==> src/rtl/lfr_pkg.sv <==
package lfr_pkg;
    parameter int unsigned LFR_DATA_W = 32;
    parameter int unsigned LFR_LEN_W  = 16;

    typedef struct packed {
        logic sol;
        logic eol;
    } lfr_mark_t;
endpackage

==> src/rtl/lfr_len_counter.sv <==
module lfr_len_counter #(
    parameter int unsigned LEN_W = lfr_pkg::LFR_LEN_W,
    parameter int unsigned CNT_W = 3
) (
    input  logic             clk_i,
    input  logic             rst_ni,
    input  logic             load_i,
    input  logic [LEN_W-1:0] len_i,
    input  logic             take_i,
    input  logic [CNT_W-1:0] take_bytes_i,
    output logic             active_o,
    output logic             first_o,
    output logic             last_o
);
    typedef struct packed {
        logic             active;
        logic             first;
        logic [LEN_W-1:0] remain;
    } cnt_st_t;

    cnt_st_t st_d, st_q;
    logic [LEN_W-1:0] take_ext;

    always_comb begin
        take_ext = LEN_W'(take_bytes_i);
        last_o   = st_q.active && (take_ext >= st_q.remain);
        st_d     = st_q;
        if (load_i) begin
            st_d.active = 1'b1;
            st_d.first  = 1'b1;
            st_d.remain = len_i;
        end else if (take_i && st_q.active) begin
            st_d.first  = 1'b0;
            st_d.active = !last_o;
            st_d.remain = last_o ? '0 : (st_q.remain - take_ext);
        end
    end

    always_ff @(posedge clk_i) begin
        if (!rst_ni) begin
            st_q <= '0;
        end else begin
            st_q <= st_d;
        end
    end

    assign active_o = st_q.active;
    assign first_o  = st_q.first;
endmodule

==> src/rtl/lfr_out_stage.sv <==
module lfr_out_stage #(
    parameter int unsigned DATA_W = lfr_pkg::LFR_DATA_W,
    parameter int unsigned CNT_W  = 3
) (
    input  logic                clk_i,
    input  logic                rst_ni,
    input  logic                valid_i,
    input  logic [DATA_W-1:0]   data_i,
    input  logic [CNT_W-1:0]    bytes_i,
    input  lfr_pkg::lfr_mark_t  mark_i,
    output logic                valid_o,
    output logic [DATA_W-1:0]   data_o,
    output logic [CNT_W-1:0]    bytes_o,
    output lfr_pkg::lfr_mark_t  mark_o
);
    typedef struct packed {
        logic               valid;
        logic [DATA_W-1:0]  data;
        logic [CNT_W-1:0]   bytes;
        lfr_pkg::lfr_mark_t mark;
    } out_st_t;

    out_st_t st_d, st_q;

    always_comb begin
        st_d       = st_q;
        st_d.valid = valid_i;
        if (valid_i) begin
            st_d.data  = data_i;
            st_d.bytes = bytes_i;
            st_d.mark  = mark_i;
        end else begin
            st_d.mark  = '0;
        end
    end

    always_ff @(posedge clk_i) begin
        if (!rst_ni) begin
            st_q <= '0;
        end else begin
            st_q <= st_d;
        end
    end

    assign valid_o = st_q.valid;
    assign data_o  = st_q.data;
    assign bytes_o = st_q.bytes;
    assign mark_o  = st_q.mark;
endmodule

==> src/rtl/lfr_line_framer.sv <==
module lfr_line_framer #(
    parameter  int unsigned DATA_W = lfr_pkg::LFR_DATA_W,
    parameter  int unsigned LEN_W  = lfr_pkg::LFR_LEN_W,
    localparam int unsigned LANES  = DATA_W / 8,
    localparam int unsigned CNT_W  = $clog2(LANES + 1)
) (
    input  logic              clk_i,
    input  logic              rst_ni,
    input  logic              hsync_i,
    input  logic              pkt_start_i,
    input  logic [LEN_W-1:0]  pkt_len_i,
    input  logic              beat_valid_i,
    input  logic [DATA_W-1:0] beat_data_i,
    input  logic [CNT_W-1:0]  beat_bytes_i,
    output logic              out_valid_o,
    output logic [DATA_W-1:0] out_data_o,
    output logic [CNT_W-1:0]  out_bytes_o,
    output logic              out_sol_o,
    output logic              out_eol_o,
    output logic              len_err_o
);
    typedef struct packed {
        logic err;
    } top_st_t;

    top_st_t            st_d, st_q;
    logic               cnt_active;
    logic               cnt_first;
    logic               cnt_last;
    logic               take;
    lfr_pkg::lfr_mark_t mark_in;
    lfr_pkg::lfr_mark_t mark_out;

    lfr_len_counter #(.LEN_W(LEN_W), .CNT_W(CNT_W)) u_cnt (
        .clk_i        (clk_i),
        .rst_ni       (rst_ni),
        .load_i       (pkt_start_i),
        .len_i        (pkt_len_i),
        .take_i       (take),
        .take_bytes_i (beat_bytes_i),
        .active_o     (cnt_active),
        .first_o      (cnt_first),
        .last_o       (cnt_last)
    );

    always_comb begin
        take        = beat_valid_i && !pkt_start_i && cnt_active;
        mark_in.sol = cnt_first;
        mark_in.eol = cnt_last;
        st_d        = st_q;
        if (pkt_start_i && cnt_active) begin
            st_d.err = 1'b1;
        end
    end

    always_ff @(posedge clk_i) begin
        if (!rst_ni) begin
            st_q <= '0;
        end else begin
            st_q <= st_d;
        end
    end

    lfr_out_stage #(.DATA_W(DATA_W), .CNT_W(CNT_W)) u_out (
        .clk_i   (clk_i),
        .rst_ni  (rst_ni),
        .valid_i (take),
        .data_i  (beat_data_i),
        .bytes_i (beat_bytes_i),
        .mark_i  (mark_in),
        .valid_o (out_valid_o),
        .data_o  (out_data_o),
        .bytes_o (out_bytes_o),
        .mark_o  (mark_out)
    );

    assign out_sol_o = mark_out.sol;
    assign out_eol_o = mark_out.eol;
    assign len_err_o = st_q.err;
endmodule

==> config.mk <==
export PLATFORM = sky130hd
export DESIGN_NAME = lfr_line_framer
export DESIGN_NICKNAME = d
export VERILOG_FILES = /design/src/rtl/lfr_pkg.sv /design/src/rtl/lfr_len_counter.sv /design/src/rtl/lfr_out_stage.sv /design/src/rtl/lfr_line_framer.sv
export SDC_FILE = /design/constraint.sdc
export NUM_CORES = 1
export LEC_CHECK = 0
export ABC_CLOCK_PERIOD_IN_PS = 4820
export CAP_MARGIN = 40
export CORE_ASPECT_RATIO = 1.5
export CORE_MARGIN = 10
export CORE_UTILIZATION = 40
export DETAILED_ROUTE_END_ITERATION = 8
export PLACE_DENSITY = 0.73
export SYNTH_ARGS = -nofsm -noshare
export SYNTH_HDL_FRONTEND = slang
export SYNTH_HIERARCHICAL = 1
export SYNTH_SLANG_ARGS = --single-unit
==> constraint.sdc <==
create_clock -name clk_i -period 4.82 [get_ports clk_i]
set_input_delay 0.482 -clock clk_i [delete_from_list [all_inputs] [get_ports clk_i]]
set_output_delay 0.482 -clock clk_i [all_outputs]
set_load 0.1 [all_outputs]
==> impl_metrics.ini, run 1 <==
[outcome]
status = completed

[routing]
firstDrtPassIters = 4
viasPerCell = 5.185
post_drt_wl_per_cell_um = 19.22
final_antenna_net_count = 0
drt_iter0_markers = 195
num_vias = 2499
drc_errors = 0
wl_um = 9266

[critical_path]
worstSetupStartpointType = input pin
end_kind = flop
rrSetupSlack_ns = 2.02
regToRegStartpoint = u_cnt/active_o$_SDFFE_PN0P_
r2r-end = u_cnt/st_q[9]$_SDFFE_PN0P_
crit_start = pkt_start_i
crit_end = u_cnt/st_q[9]$_SDFFE_PN0P_
path_class = in -> reg
path_max_fanout = 34
cp.required_ns = 5.08
r2r_cells = 6
crit_arrival_ns = 3.37

[clock_network]
cts-buffers-inserted = 9
clkTransAtPathRegs_ns = 0.06
insertion_delay_ns = 0.34
clock_sinks = 57
ctsResizeCount = 0
cts-htree-levels = 3
root_buffer = clkbuf_8
postCtsSetupRepairBufs = 0
cts_tree = done
cts_hold_repair.buffers = 0
clockBufferDepth = 2

[synthesis]
synth_cell_types = 43
synth_edf_count = 0
syn_area_per_cell_um2 = 9.576
synth_area_um2 = 2595
async_reset_ff_frac = 0
ys.flop_type = dfxtp_1
yosysSeqAreaShare = 0.4397
synth_cells = 271
yosysWarningCount = 6
syn_nets = 331
synthTopCellsByArea = dfxtp_1, mux2i_1, nor2b_1
synth_top_area_frac = 0.4397
synth_top_cell_by_area = dfxtp_1
ys_ff_latch = 57

[die]
dieHeight_um = 118.6
start_util = 0.4173
die_area_um2 = 10180
core-area_um2 = 6218
rows = 35
die_x_um = 85.77
io_pins = 95

[global_route]
track_usage = 0.1835
antenna_found_initial = 0
grt.overflow.total = 0
grt_start_max_net_pins = 35
grt_first_pass_wirelength_um = 14830
grt_pass1_vias = 2755

[sta]
min_period_over_period = 0.6442
finalCriticalPeriod_ns = 3.105
clock.fmax_mhz = 322.1
hold_ws_ns = 0.5081
grt_setup_unrepaired = no
clock_skew_ns = 0.007880
worst_pin_slew_ns = 0.8339
finalSetupViolCount = 0
slew_headroom = 0.4403
fin_setup_tns_ns = 0
finalHoldViolCount = 0
maxSlewViolCount = 0

[power]
p_int_mw = 0.9007
comb_power_share = 0.239
peakVddDrop_mv = 0.1994
p_per_area_nw_per_um2 = 271.5
swShare = 0.2874
p_switching_mw = 0.3633
p_leak_nw = 1.712
clockPowerShare = 0.357
seqPwrFrac = 0.404

[placed_design]
dp_hpwl_um = 6771
port_buffers = 93
gp_congestion = 0.7858
dp.cells = 467

[layout]
syn_to_final_growth_pct = 79.41
antenna_cells = 0
drive_gt1_frac = 0.1544
finalNonFillerCells = 482
final_nets = 464

[worst_hold_path]
min_path_type = reg -> reg
hp-start = u_cnt/first_o$_SDFFE_PN0P_

[job]
drv_cap = 0
==> flip-flops by register name, summed over array words and instances (netlist names) <==
register,cells
u_out/mark_o,2
u_out/bytes_o,3
u_cnt/active_o,1
u_cnt/first_o,1
len_err_o,1
u_out/valid_o,1
u_cnt/st_q,16
u_out/data_o,32
==> cell type report <==
cell class,count,area [um^2]
inverters,7,26.28
well taps,74,92.59
flip-flops and latches,57,1141
repair buffers,136,1854
clock buffers,12,155.1
clock inverters,3,40.04
multi-input cells,193,1346
fillers,380,1563
==> critical path, cell delays in order <==
cell,delay [ns]
clkdlybuf4s50_1,0.40
buf_4,0.25
nor2_4,0.57
nand2_1,0.46
a311oi_1,0.82
o21ai_0,0.20
a21oi_1,0.17
==> Yosys cell counts, drive strengths merged (2+ instances only) <==
cell,number
dfxtp,57
nor2b,39
mux2i,35
nor2,16
a21oi,15
nand2,12
nand3,9
xnor2,9
clkbuf,8
o21ai,8
inv,7
buf,6
nor3,5
nor4,5
o31ai,4
a221oi,3
and3,3
ha,3
nor3b,3
o21a,3
and2,2
nand2b,2
nand3b,2
o32ai,2
or3,2
or4,2
==> worst min path at each step <==
| stage | to | slack, ns | cells past startpoint |
|---|---|---|---|
| global placement | u_cnt/first_o$_SDFFE_PN0P_ | 0.47 | 2 |
| floorplan | u_cnt/first_o$_SDFFE_PN0P_ | 0.45 | 2 |
| CTS | u_out/mark_o[1]$_SDFF_PN0_ | 0.51 | 1 |
| detailed placement | len_err_o$_SDFFE_PN0P_ | 0.49 | 2 |
| finish | u_out/mark_o[1]$_SDFF_PN0_ | 0.51 | 1 |
| global route | u_out/mark_o[1]$_SDFF_PN0_ | 0.52 | 1 |
==> stage by stage <==
step	area (um^2)	power (mW)	setup WS, ns	utilization
floorplan	2595	0.6834	2.533	-
global placement	3560	0.7636	1.353	0.5724
detailed placement	4461	0.8187	1.401	0.7173
CTS	4656	1.270	1.754	0.7487
global route	4656	1.306	1.485	0.7487
finish	4656	1.264	1.715	0.7487
==> power by group through the flow <==
stage	clock (mW)	sequential, mW	combinational [mW]
after floorplan	0	0.581	0.102
after CTS	0.458	0.511	0.302
after global routing	0.474	0.513	0.319
final	0.451	0.511	0.301
after global placement	0	0.519	0.244
after detailed placement	0	0.521	0.298
==> logic make-up after synthesis <==
group                    synth area share
AND/OR/NAND/NOR                    0.2314
flip-flops                         0.4397
AO/OA/AOI/OAI                     0.09354
multiplexers                       0.1350
buffers and inverters             0.04435
XOR/XNOR                          0.03375
adder cells (fa/ha/maj)           0.02218
==> layout by cell type (no fill, tap or decap), types with 11 or more instances in the layout <==
master	synthesis	final
a21oi_1	15	15
buf_16	0	24
buf_8	1	16
clkbuf_8	0	11
clkdlybuf4s50_1	0	93
dfxtp_1	57	57
mux2i_1	35	35
nand2_1	12	12
nor2_1	16	15
nor2b_1	39	39
==> routing by layer <==
layer  GRT usage  up-vias  part of all wire
met3     0.08179        6             0.089
met5           0        -                 0
met4     0.05888        0            0.0098
met1      0.1890     1187              0.37
met2      0.3198       94              0.53
li1            -     1212                 -
(Power assumes the default switching activity.)
==> run 2, diff against run 1 <==
--- a/config.mk
+++ b/config.mk
@@ -5,7 +5,7 @@
 export SDC_FILE = /design/constraint.sdc
 export NUM_CORES = 1
 export LEC_CHECK = 0
-export ABC_CLOCK_PERIOD_IN_PS = 4820
+export ABC_CLOCK_PERIOD_IN_PS = 3100
 export CAP_MARGIN = 40
 export CORE_ASPECT_RATIO = 1.5
 export CORE_MARGIN = 10
==> constraint.sdc (replaced) <==
create_clock -name clk_i -period 3.1 [get_ports clk_i]
set_input_delay 0.31 -clock clk_i [delete_from_list [all_inputs] [get_ports clk_i]]
set_output_delay 0.31 -clock clk_i [all_outputs]
set_load 0.1 [all_outputs]
==> run 2 against run 1 <==
Effect of this change: via count decreased by 1.0%; sequential share of layout area grew 0.45 points; setup slack worse by 1.0 ns; sequential cell count unchanged; die area did not move; critical path depth is 2 higher; clock-buffer cell count grew 1; global-route usage up 0.47 points; final cell count decreased by 0.41%; largest cell class unchanged.
==> impl_metrics.ini, run 2 (synthesis results as in run 1) <==
[routing]
final_antenna_net_count = 0
viasPerCell = 5.152
drc_errors = 0
drt_iter0_markers = 123
firstDrtPassIters = 4
num_vias = 2473
post_drt_wl_per_cell_um = 19.75
wl_um = 9482

[critical_path]
rrSetupSlack_ns = 0.73
r2r_cells = 9
crit_start = beat_bytes_i[0]
end_kind = flop
regToRegStartpoint = u_cnt/st_q[0]$_SDFFE_PN0P_
worstSetupStartpointType = input pin
cp.required_ns = 3.37
path_class = in -> reg
crit_end = u_cnt/st_q[9]$_SDFFE_PN0P_
r2r-end = u_cnt/st_q[9]$_SDFFE_PN0P_
path_max_fanout = 6
crit_arrival_ns = 2.70

[sta]
finalHoldViolCount = 0
maxSlewViolCount = 0
min_period_over_period = 0.7834
layout_setup_ws_ns = 0.6714
fin_setup_tns_ns = 0
finalSetupViolCount = 0
clock.fmax_mhz = 411.8
worst_pin_slew_ns = 0.6352
grt_setup_unrepaired = no
clock_skew_ns = 0.01250
slew_headroom = 0.5765
finalCriticalPeriod_ns = 2.429

[power]
peakVddDrop_mv = 0.3563
p_per_area_nw_per_um2 = 440.1
finalPower_mw = 2.012
p_leak_nw = 1.691

[job]
drv_cap = 0

[global_route]
grt.overflow.total = 0
track_usage = 0.1882
grt_pass1_vias = 2771
antenna_found_initial = 0
grt_start_max_net_pins = 41
grt_first_pass_wirelength_um = 15220

[die]
dieHeight_um = 118.6
die_x_um = 85.77
die_area_um2 = 10180
io_pins = 95
core-area_um2 = 6218
start_util = 0.4173
rows = 35

[layout]
multi_input_area_um2 = 1346
largest_reg_flops = 32
seq_area_um2 = 1141
final_util = 0.7352
antenna_cells = 0
drive_gt1_frac = 0.1601
layout_common_cells = clkdlybuf4s50_1, dfxtp_1, nor2b_1, mux2i_1, buf_16
layout.cells.most_common = clkdlybuf4s50_1
final_nets = 462
syn_to_final_growth_pct = 76.18
fillCellCount = 390

[clock_network]
cts-buffers-inserted = 9
cts_hold_repair.buffers = 0
root_buffer = clkbuf_8
clockBufferDepth = 2
clock_sinks = 57
ctsResizeCount = 0
clkTransAtPathRegs_ns = 0.06
cts-htree-levels = 3
insertion_delay_ns = 0.35
cts_tree = done
postCtsSetupRepairBufs = 0

[placed_design]
dp_hpwl_um = 6466
port_buffers = 93
gp_congestion = 0.7968
pre_cts_ws_ns = 0.4202

[outcome]
status = completed

[worst_hold_path]
min_path_type = reg -> reg
==> run 2: routing by layer <==
| layer | wire [um] | GRT usage | vias to the layer above |
|---|---|---|---|
| li1 | - | - | 1202 |
| met1 | 3685 | 0.1970 | 1181 |
| met2 | 4890 | 0.3184 | 80 |
| met3 | 785 | 0.07835 | 10 |
| met4 | 122 | 0.08161 | 0 |
| met5 | 0 | 0 | - |
==> run 2: metrics by stage <==
step / instances / hold WS, ns / area [um^2]
floorplan: 271 / 0.4382 / 2595
global placement: 429 / 0.4682 / 3567
detailed placement: 465 / 0.4858 / 4358
CTS: 480 / 0.5036 / 4572
global route: 480 / 0.5377 / 4572
finish: 480 / 0.5070 / 4572
==> run 2: layout make-up <==
cell class / instances / share of cell area
clock inverter: 2 / 0.007663
timing repair buffer: 134 / 0.3831
multi-input combinational: 193 / 0.2945
tap: 74 / 0.02025
clock buffer: 13 / 0.03914
sequential: 57 / 0.2496
inverter: 7 / 0.005747
==> run 2: worst min-delay path by stage <==
stage / startpoint / to / slack [ns] / cells past startpoint
global placement: u_cnt/first_o$_SDFFE_PN0P_ / u_cnt/first_o$_SDFFE_PN0P_ / 0.47 / 2
floorplan: rst_ni / len_err_o$_SDFFE_PN0P_ / 0.44 / 1
detailed placement: len_err_o$_SDFFE_PN0P_ / len_err_o$_SDFFE_PN0P_ / 0.49 / 2
CTS: len_err_o$_SDFFE_PN0P_ / len_err_o$_SDFFE_PN0P_ / 0.50 / 2
global route: u_cnt/first_o$_SDFFE_PN0P_ / u_out/mark_o[1]$_SDFF_PN0_ / 0.54 / 1
finish: len_err_o$_SDFFE_PN0P_ / len_err_o$_SDFFE_PN0P_ / 0.51 / 2
==> run 2: critical path, cell delays in order <==
cell and delay [ns]:
clkdlybuf4s50_1 0.45, ha_1 0.25, fa_1 0.43, nor2b_1 0.28
o21ai_0 0.22, a311oi_1 0.33, buf_4 0.21, o21ai_0 0.08
a21oi_1 0.13
==> run 2: power by group <==
part / leakage, nW / internal, mW / switching [mW]
registers: 0.465 / 0.765 / 0.0304
clock network: 0.112 / 0.453 / 0.307
logic: 1.11 / 0.217 / 0.239
